<file path="src/rtl/mixadm_pkg.sv">
package mixadm_pkg;

  typedef enum logic [2:0] {
    ACT_IDLE,
    ACT_GRANT,
    ACT_REFUSE,
    ACT_RELEASE,
    ACT_NOP
  } act_e;

  localparam int RATE_W = 2;
  localparam int INPUTS_PER_MIX_LOG2 = 2;

endpackage

</file>
<file path="src/rtl/mixadm_pick.sv">
module mixadm_pick #(
  parameter int N  = 8,
  parameter int IW = (N > 1) ? $clog2(N) : 1
) (
  input  logic [N-1:0]  pend_i,
  output logic          vld_o,
  output logic [IW-1:0] idx_o,
  output logic [N-1:0]  oh_o
);

  always_comb begin
    vld_o = 1'b0;
    idx_o = '0;
    for (int i = N - 1; i >= 0; i--) begin
      if (pend_i[i]) begin
        vld_o = 1'b1;
        idx_o = IW'(i);
      end
    end
    oh_o = vld_o ? (N'(1) << idx_o) : '0;
  end

  // nothing below the chosen index may still be pending
  always_comb begin
    if (vld_o) begin
      p_lowest_first_r7: assert ((pend_i & ((N'(1) << idx_o) - N'(1))) == '0);
    end
  end

endmodule

</file>
<file path="src/rtl/mixadm_cost.sv">
module mixadm_cost
  import mixadm_pkg::*;
#(
  parameter int N      = 8,
  parameter int COST_W = 8,
  parameter int IW     = (N > 1) ? $clog2(N) : 1,
  parameter int CW     = COST_W + INPUTS_PER_MIX_LOG2
) (
  input  logic [COST_W-1:0]   unit_cost_i,
  input  logic [N*RATE_W-1:0] rate_code_i,
  input  logic [IW-1:0]       idx_i,
  output logic [CW-1:0]       cost_o
);

  logic [RATE_W-1:0] rate_vec [N];

  for (genvar g = 0; g < N; g++) begin : g_rate
    assign rate_vec[g] = rate_code_i[g*RATE_W +: RATE_W];
  end

  logic [CW-1:0] full_cost;
  assign full_cost = {unit_cost_i, {INPUTS_PER_MIX_LOG2{1'b0}}};
  assign cost_o    = full_cost >> rate_vec[idx_i];

endmodule

</file>
<file path="src/rtl/mixadm_ledger.sv">
module mixadm_ledger #(
  parameter int N  = 8,
  parameter int CW = 10,
  parameter int IW = (N > 1) ? $clog2(N) : 1
) (
  input  logic          clk,
  input  logic          we_i,
  input  logic [IW-1:0] waddr_i,
  input  logic [CW-1:0] wdata_i,
  input  logic [IW-1:0] raddr_i,
  output logic [CW-1:0] rdata_o
);

  logic [CW-1:0] mem [N];

  always_ff @(posedge clk) begin
    if (we_i) mem[waddr_i] <= wdata_i;
  end

  assign rdata_o = mem[raddr_i];

endmodule

</file>
<file path="src/rtl/mixadm_top.sv">
module mixadm_top
  import mixadm_pkg::*;
#(
  parameter int N_MIX  = 8,
  parameter int CYC_W  = 16,
  parameter int COST_W = 8
) (
  input  logic                    clk,
  input  logic                    rst,
  input  logic [CYC_W-1:0]        budget_i,
  input  logic [COST_W-1:0]       unit_cost_i,
  input  logic [N_MIX*RATE_W-1:0] rate_code_i,
  input  logic [N_MIX-1:0]        req_stb_i,
  input  logic [N_MIX-1:0]        req_on_i,
  input  logic                    err_clr_i,
  input  logic                    irq_en_i,
  output logic [N_MIX-1:0]        mix_on_o,
  output logic [CYC_W-1:0]        committed_o,
  output logic                    err_pin_o,
  output logic                    irq_o
);

  localparam int IW = (N_MIX > 1) ? $clog2(N_MIX) : 1;
  localparam int CW = COST_W + INPUTS_PER_MIX_LOG2;
  localparam int SW = CYC_W + 2;

  logic [N_MIX-1:0] pend_q, dir_q, on_q;
  logic [CYC_W-1:0] acc_q;
  logic             err_q, irq_q;

  logic             sel_vld;
  logic [IW-1:0]    sel_idx;
  logic [N_MIX-1:0] sel_oh;
  logic [CW-1:0]    sel_cost, held_cost;
  logic [SW-1:0]    trial_sum;
  logic             fits;
  act_e             act;
  logic             err_d;

  mixadm_pick #(.N(N_MIX), .IW(IW)) u_pick (
    .pend_i (pend_q),
    .vld_o  (sel_vld),
    .idx_o  (sel_idx),
    .oh_o   (sel_oh)
  );

  mixadm_cost #(.N(N_MIX), .COST_W(COST_W), .IW(IW), .CW(CW)) u_cost (
    .unit_cost_i (unit_cost_i),
    .rate_code_i (rate_code_i),
    .idx_i       (sel_idx),
    .cost_o      (sel_cost)
  );

  mixadm_ledger #(.N(N_MIX), .CW(CW), .IW(IW)) u_ledger (
    .clk     (clk),
    .we_i    (act == ACT_GRANT),
    .waddr_i (sel_idx),
    .wdata_i (sel_cost),
    .raddr_i (sel_idx),
    .rdata_o (held_cost)
  );

  assign trial_sum = {2'b00, acc_q} + SW'(sel_cost);
  assign fits      = trial_sum <= {2'b00, budget_i};

  always_comb begin
    if (!sel_vld)                       act = ACT_IDLE;
    else if (dir_q[sel_idx] == on_q[sel_idx]) act = ACT_NOP;
    else if (!dir_q[sel_idx])           act = ACT_RELEASE;
    else if (fits)                      act = ACT_GRANT;
    else                                act = ACT_REFUSE;
  end

  assign err_d = (act == ACT_REFUSE) | (err_q & ~err_clr_i);

  always_ff @(posedge clk) begin
    if (rst) begin
      pend_q <= '0;
      dir_q  <= '0;
      on_q   <= '0;
      acc_q  <= '0;
      err_q  <= 1'b0;
      irq_q  <= 1'b0;
    end else begin
      pend_q <= (pend_q & ~sel_oh) | req_stb_i;
      dir_q  <= (dir_q & ~req_stb_i) | (req_on_i & req_stb_i);
      unique case (act)
        ACT_GRANT: begin
          on_q[sel_idx] <= 1'b1;
          acc_q         <= trial_sum[CYC_W-1:0];
        end
        ACT_RELEASE: begin
          on_q[sel_idx] <= 1'b0;
          acc_q         <= acc_q - CYC_W'(held_cost);
        end
        default: ;
      endcase
      err_q <= err_d;
      irq_q <= err_d & irq_en_i;
    end
  end

  assign mix_on_o    = on_q;
  assign committed_o = acc_q;
  assign err_pin_o   = err_q;
  assign irq_o       = irq_q;

  // at most one mixer served per cycle
  p_one_served_r7: assert property (@(posedge clk) disable iff (rst)
    $onehot0(sel_oh));

  // a grant never leaves the total above the budget it was checked against
  p_grant_in_budget_r3: assert property (@(posedge clk) disable iff (rst)
    (act == ACT_GRANT) |=> (acc_q <= $past(budget_i)));

  // a refusal disturbs no running mixer and raises the flag
  p_refuse_atomic_r4: assert property (@(posedge clk) disable iff (rst)
    (act == ACT_REFUSE) |=> ($stable(on_q) && $stable(acc_q) && err_q));

  // redundant requests leave status and total alone
  p_nop_quiet_r6: assert property (@(posedge clk) disable iff (rst)
    (act == ACT_NOP) |=> ($stable(on_q) && $stable(acc_q)));

  // flag holds without a clear
  p_sticky_flag_r8: assert property (@(posedge clk) disable iff (rst)
    (err_q && !err_clr_i) |=> err_q);

  // interrupt implies the flag
  p_irq_needs_flag_r9: assert property (@(posedge clk) disable iff (rst)
    irq_o |-> err_pin_o);

endmodule

</file>
<file path="config.mk">
export PLATFORM = sky130hd
export DESIGN_NAME = mixadm_top
export DESIGN_NICKNAME = d
export VERILOG_FILES = /design/src/rtl/mixadm_pkg.sv /design/src/rtl/mixadm_pick.sv /design/src/rtl/mixadm_cost.sv /design/src/rtl/mixadm_ledger.sv /design/src/rtl/mixadm_top.sv
export SDC_FILE = /design/constraint.sdc
export NUM_CORES = 1
export LEC_CHECK = 0
export BUFFER_PORTS_ARGS = -buffer_cell sky130_fd_sc_hd__buf_2
export CAP_MARGIN = 20
export CORE_MARGIN = 1.5
export CORE_UTILIZATION = 47
export CTS_BUF_LIST = sky130_fd_sc_hd__clkbuf_2 sky130_fd_sc_hd__clkbuf_4 sky130_fd_sc_hd__clkbuf_8
export DETAILED_ROUTE_END_ITERATION = 6
export PLACE_DENSITY_LB_ADDON = 0.15
export SLEW_MARGIN = 40
export SYNTH_ARGS = -nofsm -noshare
export SYNTH_HDL_FRONTEND = slang
export SYNTH_SLANG_ARGS = --single-unit
</file>
<file path="constraint.sdc">
create_clock -name clk -period 13.3 [get_ports clk]
set_clock_uncertainty 0.2 [all_clocks]
set_input_delay 0.665 -clock clk [delete_from_list [all_inputs] [get_ports clk]]
set_output_delay 0.665 -clock clk [all_outputs]
set_load 0.05 [all_outputs]
</file>
* Word level (Yosys, flattened, before mapping)
Memories as Yosys holds them, arrays and structs flattened. Index checks and enable logic that the tools add are counted.
Operators by class: add/subtract/negate cells 2, multipliers 0, divide/modulo/power cells 0, order comparisons 4, eq/ne operators 4, shift-type cells 2, multiplexer cells 34, bitwise gates (word level) 15, reductions and logical operators 2
Operators by type and width (count):
- $and A8 B8 Y8 | 4
- $pmux W16 S2 | 1
- $mux W3 | 10
- $not A8 Y8 | 3
- $or A8 B8 Y8 | 3
- $add A16 B10 Y17 | 1
- $le A17 B16 Y1 | 1
- $pmux W8 S2 | 1
- $sub A16 B10 Y16 | 1
- $mux W1 | 13
- $shr A10 B2 Y10 | 1
- $mux W2 | 4
- $mux W8 | 1
- $shl A1 B3 Y8 const A | 1
- $bmux W1 S3 | 2
- $bmux W2 S3 | 1
- $eq A3 B2 Y1 const B | 2
- $ge A4 B4 Y1 const B | 1
- $lt A3 B4 Y1 const B | 1
- $not A3 Y4 | 1
- $demux W1 S3 | 1
- $eq A3 B1 Y1 const B | 1
- $ge A3 B1 Y1 const B | 1
- $and A1 B1 Y1 | 2
- other kinds (5) | 5
Storage, ports and cells: bits in registers 42, latch bits 0, RAM bits 80, bits in read-only memories 0, bits of input ports 60, output and inout port bits 26, logic and storage cells 70, memories 1
Memories:
- u_ledger.mem | words 8, bits a word 10, read ports 1, clocked after Yosys merged registers in 0, wr ports 1, RTL line mixadm_ledger.sv:14 | logic [CW-1:0] mem [N];

* Depth between registers and ports, before layout
depth in word-level cells 22, gate-level depth with buffers 30, mapped depth without buffers 28

* Hierarchy
A second synthesis with hierarchy kept.
Unflattened totals: cells, all modules 602, area total of the unflattened synthesis 7015.5 µm²
Modules (own cells, without submodules):
- mixadm_top | times used 1, cells each 420, area an instance 3394.5 µm², sequential area each 840.8 µm²
- mixadm_ledger | times used 1, cells each 128, area an instance 3133.0 µm², sequential area each 2402.3 µm²
- mixadm_cost | times used 1, cells each 29, area an instance 347.8 µm², sequential area each 0.0 µm²
- mixadm_pick | times used 1, cells each 25, area an instance 140.1 µm², sequential area each 0.0 µm²

* Worst setup path before layout
OpenSTA, ideal clock, no wires.
path kind flip-flop to flip-flop, start point register pend_q[3], end point memory u_ledger.mem[4][0], enable pin, setup time 0.334 ns, data arrival time 6.056 ns, required time 12.766 ns, path slack 6.710 ns, cell stages (with the launch flop) 26, buffers on the path 2, period minus slack after synthesis 6.590 ns, path through dfxtp_1 -> or4_4 -> nor2_4 -> buf_2 -> a221o_1 -> a221oi_1 -> nor2_1 -> mux2i_1 -> ha_1 -> a21oi_1 -> o31ai_1 -> o41ai_1 -> nor2_1 -> a211oi_1 -> or2_2 -> xnor2_1 -> ha_1 -> o21ai_0 -> nand2b_1 -> a31oi_1 -> nor2_1 -> nor4_1 -> nor2b_1 -> buf_2 -> nand3_1 -> inv_1
On the way: longest elaborated chain between the ends 18, elaborated cells on any way between the ends 27, those cells by class 1 x add/sub; 1 x order compare; 2 x eq/ne; 1 x shift; 21 x mux; 1 x bitwise
Ends and longest elaborated chain:
- start: declaration | RTL line mixadm_top.sv:27 | logic [N_MIX-1:0] pend_q, dir_q, on_q;
- start signal: assignment | RTL line mixadm_top.sv:85 | pend_q <= (pend_q & ~sel_oh) | req_stb_i;
- $mux W3 (4 in series) | RTL line mixadm_pick.sv:15 | if (pend_i[i]) begin
- $not A3 Y4 (not written as such) | RTL line mixadm_cost.sv:23 | assign cost_o = full_cost >> rate_vec[idx_i];
- $bmux W2 S3 | RTL line mixadm_cost.sv:23
- $mux W2 (not written as such) (2 in series) | RTL line mixadm_cost.sv:23
- $shr A10 B2 Y10 | RTL line mixadm_cost.sv:23
- via sel_cost[1] | RTL line mixadm_top.sv:34 | logic [CW-1:0] sel_cost, held_cost;
- $add A16 B10 Y17 | RTL line mixadm_top.sv:63 | assign trial_sum = {2'b00, acc_q} + SW'(sel_cost);
- $le A17 B16 Y1 | RTL line mixadm_top.sv:64 | assign fits = trial_sum <= {2'b00, budget_i};
- $mux W2 | RTL line mixadm_top.sv:70 | else if (fits) act = ACT_GRANT;
- $mux W2 | RTL line mixadm_top.sv:69 | else if (!dir_q[sel_idx]) act = ACT_RELEASE;
- $mux W3 | RTL line mixadm_top.sv:68 | else if (dir_q[sel_idx] == on_q[sel_idx]) act = ACT_NOP;
- $mux W3 | RTL line mixadm_top.sv:67 | if (!sel_vld) act = ACT_IDLE;
- $eq A3 B1 Y1 | RTL line mixadm_top.sv:56 | .we_i (act == ACT_GRANT),
- $mux W1 | RTL line mixadm_ledger.sv:17 | if (we_i) mem[waddr_i] <= wdata_i;
- $mux W1 (not written as such) | RTL line mixadm_ledger.sv:17
- end: declaration | RTL line mixadm_ledger.sv:14
The timed path passes the listed nets, and every way through them passes these cells. The select of a mux whose other input is x is not followed.

* Worst setup path after layout
start point register pend_q[0], end point memory u_ledger.mem[6][3], enable pin
On the way: longest elaborated chain between the ends 15, elaborated cells on any way between the ends 21, those cells by class 1 x add/sub; 1 x order compare; 2 x eq/ne; 1 x shift; 15 x mux; 1 x bitwise
Ends and longest elaborated chain (RTL line):
- $mux W3 | mixadm_pick.sv:15
- $not A3 Y4 (not written as such) | mixadm_cost.sv:23
- $bmux W2 S3 | mixadm_cost.sv:23
- $mux W2 (not written as such) (2 in series) | mixadm_cost.sv:23
- $shr A10 B2 Y10 | mixadm_cost.sv:23
- via sel_cost[6] | mixadm_top.sv:34
- $add A16 B10 Y17 | mixadm_top.sv:63
- $le A17 B16 Y1 | mixadm_top.sv:64
- $mux W2 | mixadm_top.sv:70
- $mux W2 | mixadm_top.sv:69
- $mux W3 | mixadm_top.sv:68
- $mux W3 | mixadm_top.sv:67
- $eq A3 B1 Y1 | mixadm_top.sv:56
- $mux W1 | mixadm_ledger.sv:17
- $mux W1 (not written as such) | mixadm_ledger.sv:17
The timed path passes the listed nets, and every way through them passes these cells. The select of a mux whose other input is x is not followed.

==> results.sh <==
export IMPL_p_switching_w=0.000533
export IMPL_first_pass_iters=5
export IMPL_dpl_hpwl_um=12300
export IMPL_grt_max_degree=42
export IMPL_detail_route_antenna_nets=0
export IMPL_ys_dominant_reg_cell="edfxtp_1"
export IMPL_postSynthAreaPerCell_um2=10.6
export IMPL_hold_class="input port to register"
export IMPL_core_area_um2=13800
export IMPL_power_frac_seq=0.360
export IMPL_place_area_um2=7200
export IMPL_leakagePower_nw=3.08
export IMPL_hold_buffers=0
export IMPL_syn_area_um2=6570
export IMPL_drv_slew=0
export IMPL_synthCells=619
export IMPL_io_pins=86
export IMPL_fin_crit_sh=0.616
export IMPL_cts_resized=0
export IMPL_grtUsageTotal=0.237
export IMPL_synth_compound_area_frac=0.194
export IMPL_num_vias=5310
export IMPL_antenna_found_initial=0
export IMPL_start_util=0.477
export IMPL_powerDensity_nw_per_um2=175
export IMPL_rsz0062_at_grt="no"
export IMPL_grt_pass1_vias=4985
export IMPL_final_common_cell="buf_2"
export IMPL_crit_fanout=24
export IMPL_die_area_um2=14700
export IMPL_crit_chain="or4_4 > nor2_4 > o221ai_1 > o32ai_4 > mux2i_1 > mux2i_1 > buf_4 > ha_1 > or3_1 > o41ai_1 > nor2_1 > a211oi_1 > or2_2 > xnor2_1 > ha_1 > nand4_1 > nor4_1 > nor2_1 > nor4_1 > nor2b_2 > nand3_1 > inv_1"
export IMPL_grt_pass1_wl_um=26200
export IMPL_hold_violations=0
export IMPL_setup_violations=0
export IMPL_start_kind="register"
export IMPL_muxShareOfSynthArea=0.0366
export IMPL_clk_latency_ns=0.45
export IMPL_diodes=0
export IMPL_cpPeakStageDelay_ns=0.71
export IMPL_max_freq_mhz=122
export IMPL_synthTopCellsByArea="edfxtp_1, dfxtp_1, ha_1, a221o_1, nor2_1"
export IMPL_drcViolationCount=0
export IMPL_post_cts_buffers=0
export IMPL_wirelength_um=16700
export IMPL_fin_nets=807
export IMPL_vdd_ir_drop_max_uv=88.5
export IMPL_clockBufferDepth=2
export IMPL_critical_path_top_delay_family="simple AND/OR/NAND/NOR gates"
export IMPL_p_sw_frac=0.401
export IMPL_port_buffers=85
export IMPL_critPathCaptureType="register"
export IMPL_internal_power_w=0.000795
export IMPL_crit_buf_inv=2
export IMPL_die_w_um=121
export IMPL_yosysTopAreaCellShare=0.366
export IMPL_async_flop_share=0
export IMPL_synth_edf_count=80
export IMPL_synthSimpleGateAreaFrac=0.139
export IMPL_comb_power_share=0.405
export IMPL_drive_above_1_share=0.217
export IMPL_yosysSeqAreaShare=0.494
export IMPL_routedWlPerCell_um=18.6
export IMPL_placementRows=43
export IMPL_crit_arrival_ns=8.10
export IMPL_synth_fp_nets=717
export IMPL_final_cell_area_um2=7580
export IMPL_period_needed_ns=8.20
export IMPL_yosys_area_share_adder=0.0747
export IMPL_drt_iter0_drc=447
export IMPL_fin_tns_setup_ns=0
export IMPL_synth_top_area_cell="edfxtp_1"
export IMPL_ys_ff_latch=122
export IMPL_overflow=0
export IMPL_critPathKind="register to register"
export IMPL_htree_levels=4
export IMPL_status="completed"
export IMPL_required_ns=13.20
export IMPL_layout_common_cells="buf_2, edfxtp_1, nor2_1, dfxtp_1, nand2_1"
export IMPL_maxSlewHeadroom=0.428
export IMPL_area_growth_pct=15.4
export IMPL_synth_xor_area_share=0.0240
export IMPL_cts_clk_slew_worst_paths_ns=0.07
export IMPL_die_y_um=121
export IMPL_pwr_share_clk=0.235
export IMPL_tightestPinTransition_ns=0.851
export IMPL_cts_sinks=122
export IMPL_gp_congestion=0.912
export IMPL_cts_tree="built"
export IMPL_numCtsBuffers=17
export IMPL_synth_top_family_by_area="compound AO/OA/AOI/OAI gates"
export IMPL_ys_warnings_count=0
export IMPL_cts_root_buf="clkbuf_8"
export IMPL_fillers=1240
export IMPL_maxCapViolations=0
export IMPL_synth_distinct_cells=67
export IMPL_viasPerCell=5.89
export IMPL_cp_slowest_cell="nor2b_2"
## power by group through the flow
stage                     Combinational, W  Sequential [W]  Clock (W)
final                             0.000537        0.000478   0.000312
after floorplan                   0.000341        0.000532          0
after global placement            0.000520        0.000486          0
after CTS                         0.000534        0.000478   0.000318
after detailed placement          0.000532        0.000487          0
after global routing              0.000593        0.000482   0.000334
## area by class of cell
cell class,count,area [µm²],area share
sequential,122,3240,0.428
multi-input combinational,434,3090,0.408
timing repair buffer,96,510,0.0673
clock buffer,17,234,0.0309
tap,180,225,0.0297
inverter,38,143,0.0188
clock inverter,15,138,0.0181
## worst register-to-register path, delay by kind of cell, from the launching register on
family          cells  cell delay (ns)
mux                 2             0.47
simple gates       11             3.71
compound gates      4             1.89
xor+xnor            1             0.07
flops               1             0.44
fa+ha+maj           2             0.53
buf+inv             2             0.57
## layer usage
layer	share of wire	track usage
met2	0.47	0.379
met5	0	0
met3	0.063	0.0625
met1	0.45	0.315
met4	0.019	0.0794
## synth_stat cells, types with 5 or more instances
library cell and instances:
a21o_1 6, a21oi_1 38, a221o_1 36, a221oi_1 7
a22oi_1 5, buf_2 6, clkbuf_1 16, dfxtp_1 42
edfxtp_1 80, ha_1 36, inv_1 37, mux2i_1 24
nand2_1 41, nand2b_1 9, nand3_1 11, nor2_1 66
nor2b_1 7, nor3_1 11, nor4_1 8, o21a_1 6
o21ai_0 20, or2_2 9, xnor2_1 12, xor2_1 6
## worst paths after layout
kind	startpoint	endpoint	slack [ns]	depth (start not counted)
hold / removal	irq_en_i	irq_o	0.22	2
setup reg to reg	pend_q[0]	u_ledger.mem[6][3]	5.10	22
hold reg to reg	register	register	0.31	2
setup / recovery	pend_q[0]	u_ledger.mem[6][3]	5.10	22
## per-stage QoR
stage	setup slack (ns)	util	total power [W]	instances	hold slack, ns
2_1_floorplan	6.71	-	0.000873	619	0.252
3_3_place_gp	5.01	0.522	0.00101	870	0.270
3_5_place_dp	5.04	0.523	0.00102	870	0.293
4_1_cts	4.99	0.550	0.00133	902	0.201
5_1_grt	4.45	0.551	0.00141	902	0.182
6_report	5.10	0.551	0.00133	902	0.221
## cells by family after synthesis
| kind of cell | after synthesis |
|---|---|
| AND/OR/NAND/NOR | 186 |
| AO/OA/AOI/OAI | 168 |
| flip-flops | 122 |
| buffers and inverters | 63 |
| adder cells (fa/ha/maj) | 38 |
| multiplexers | 24 |
| XOR/XNOR | 18 |
Power figures use the tool's default switching activity.
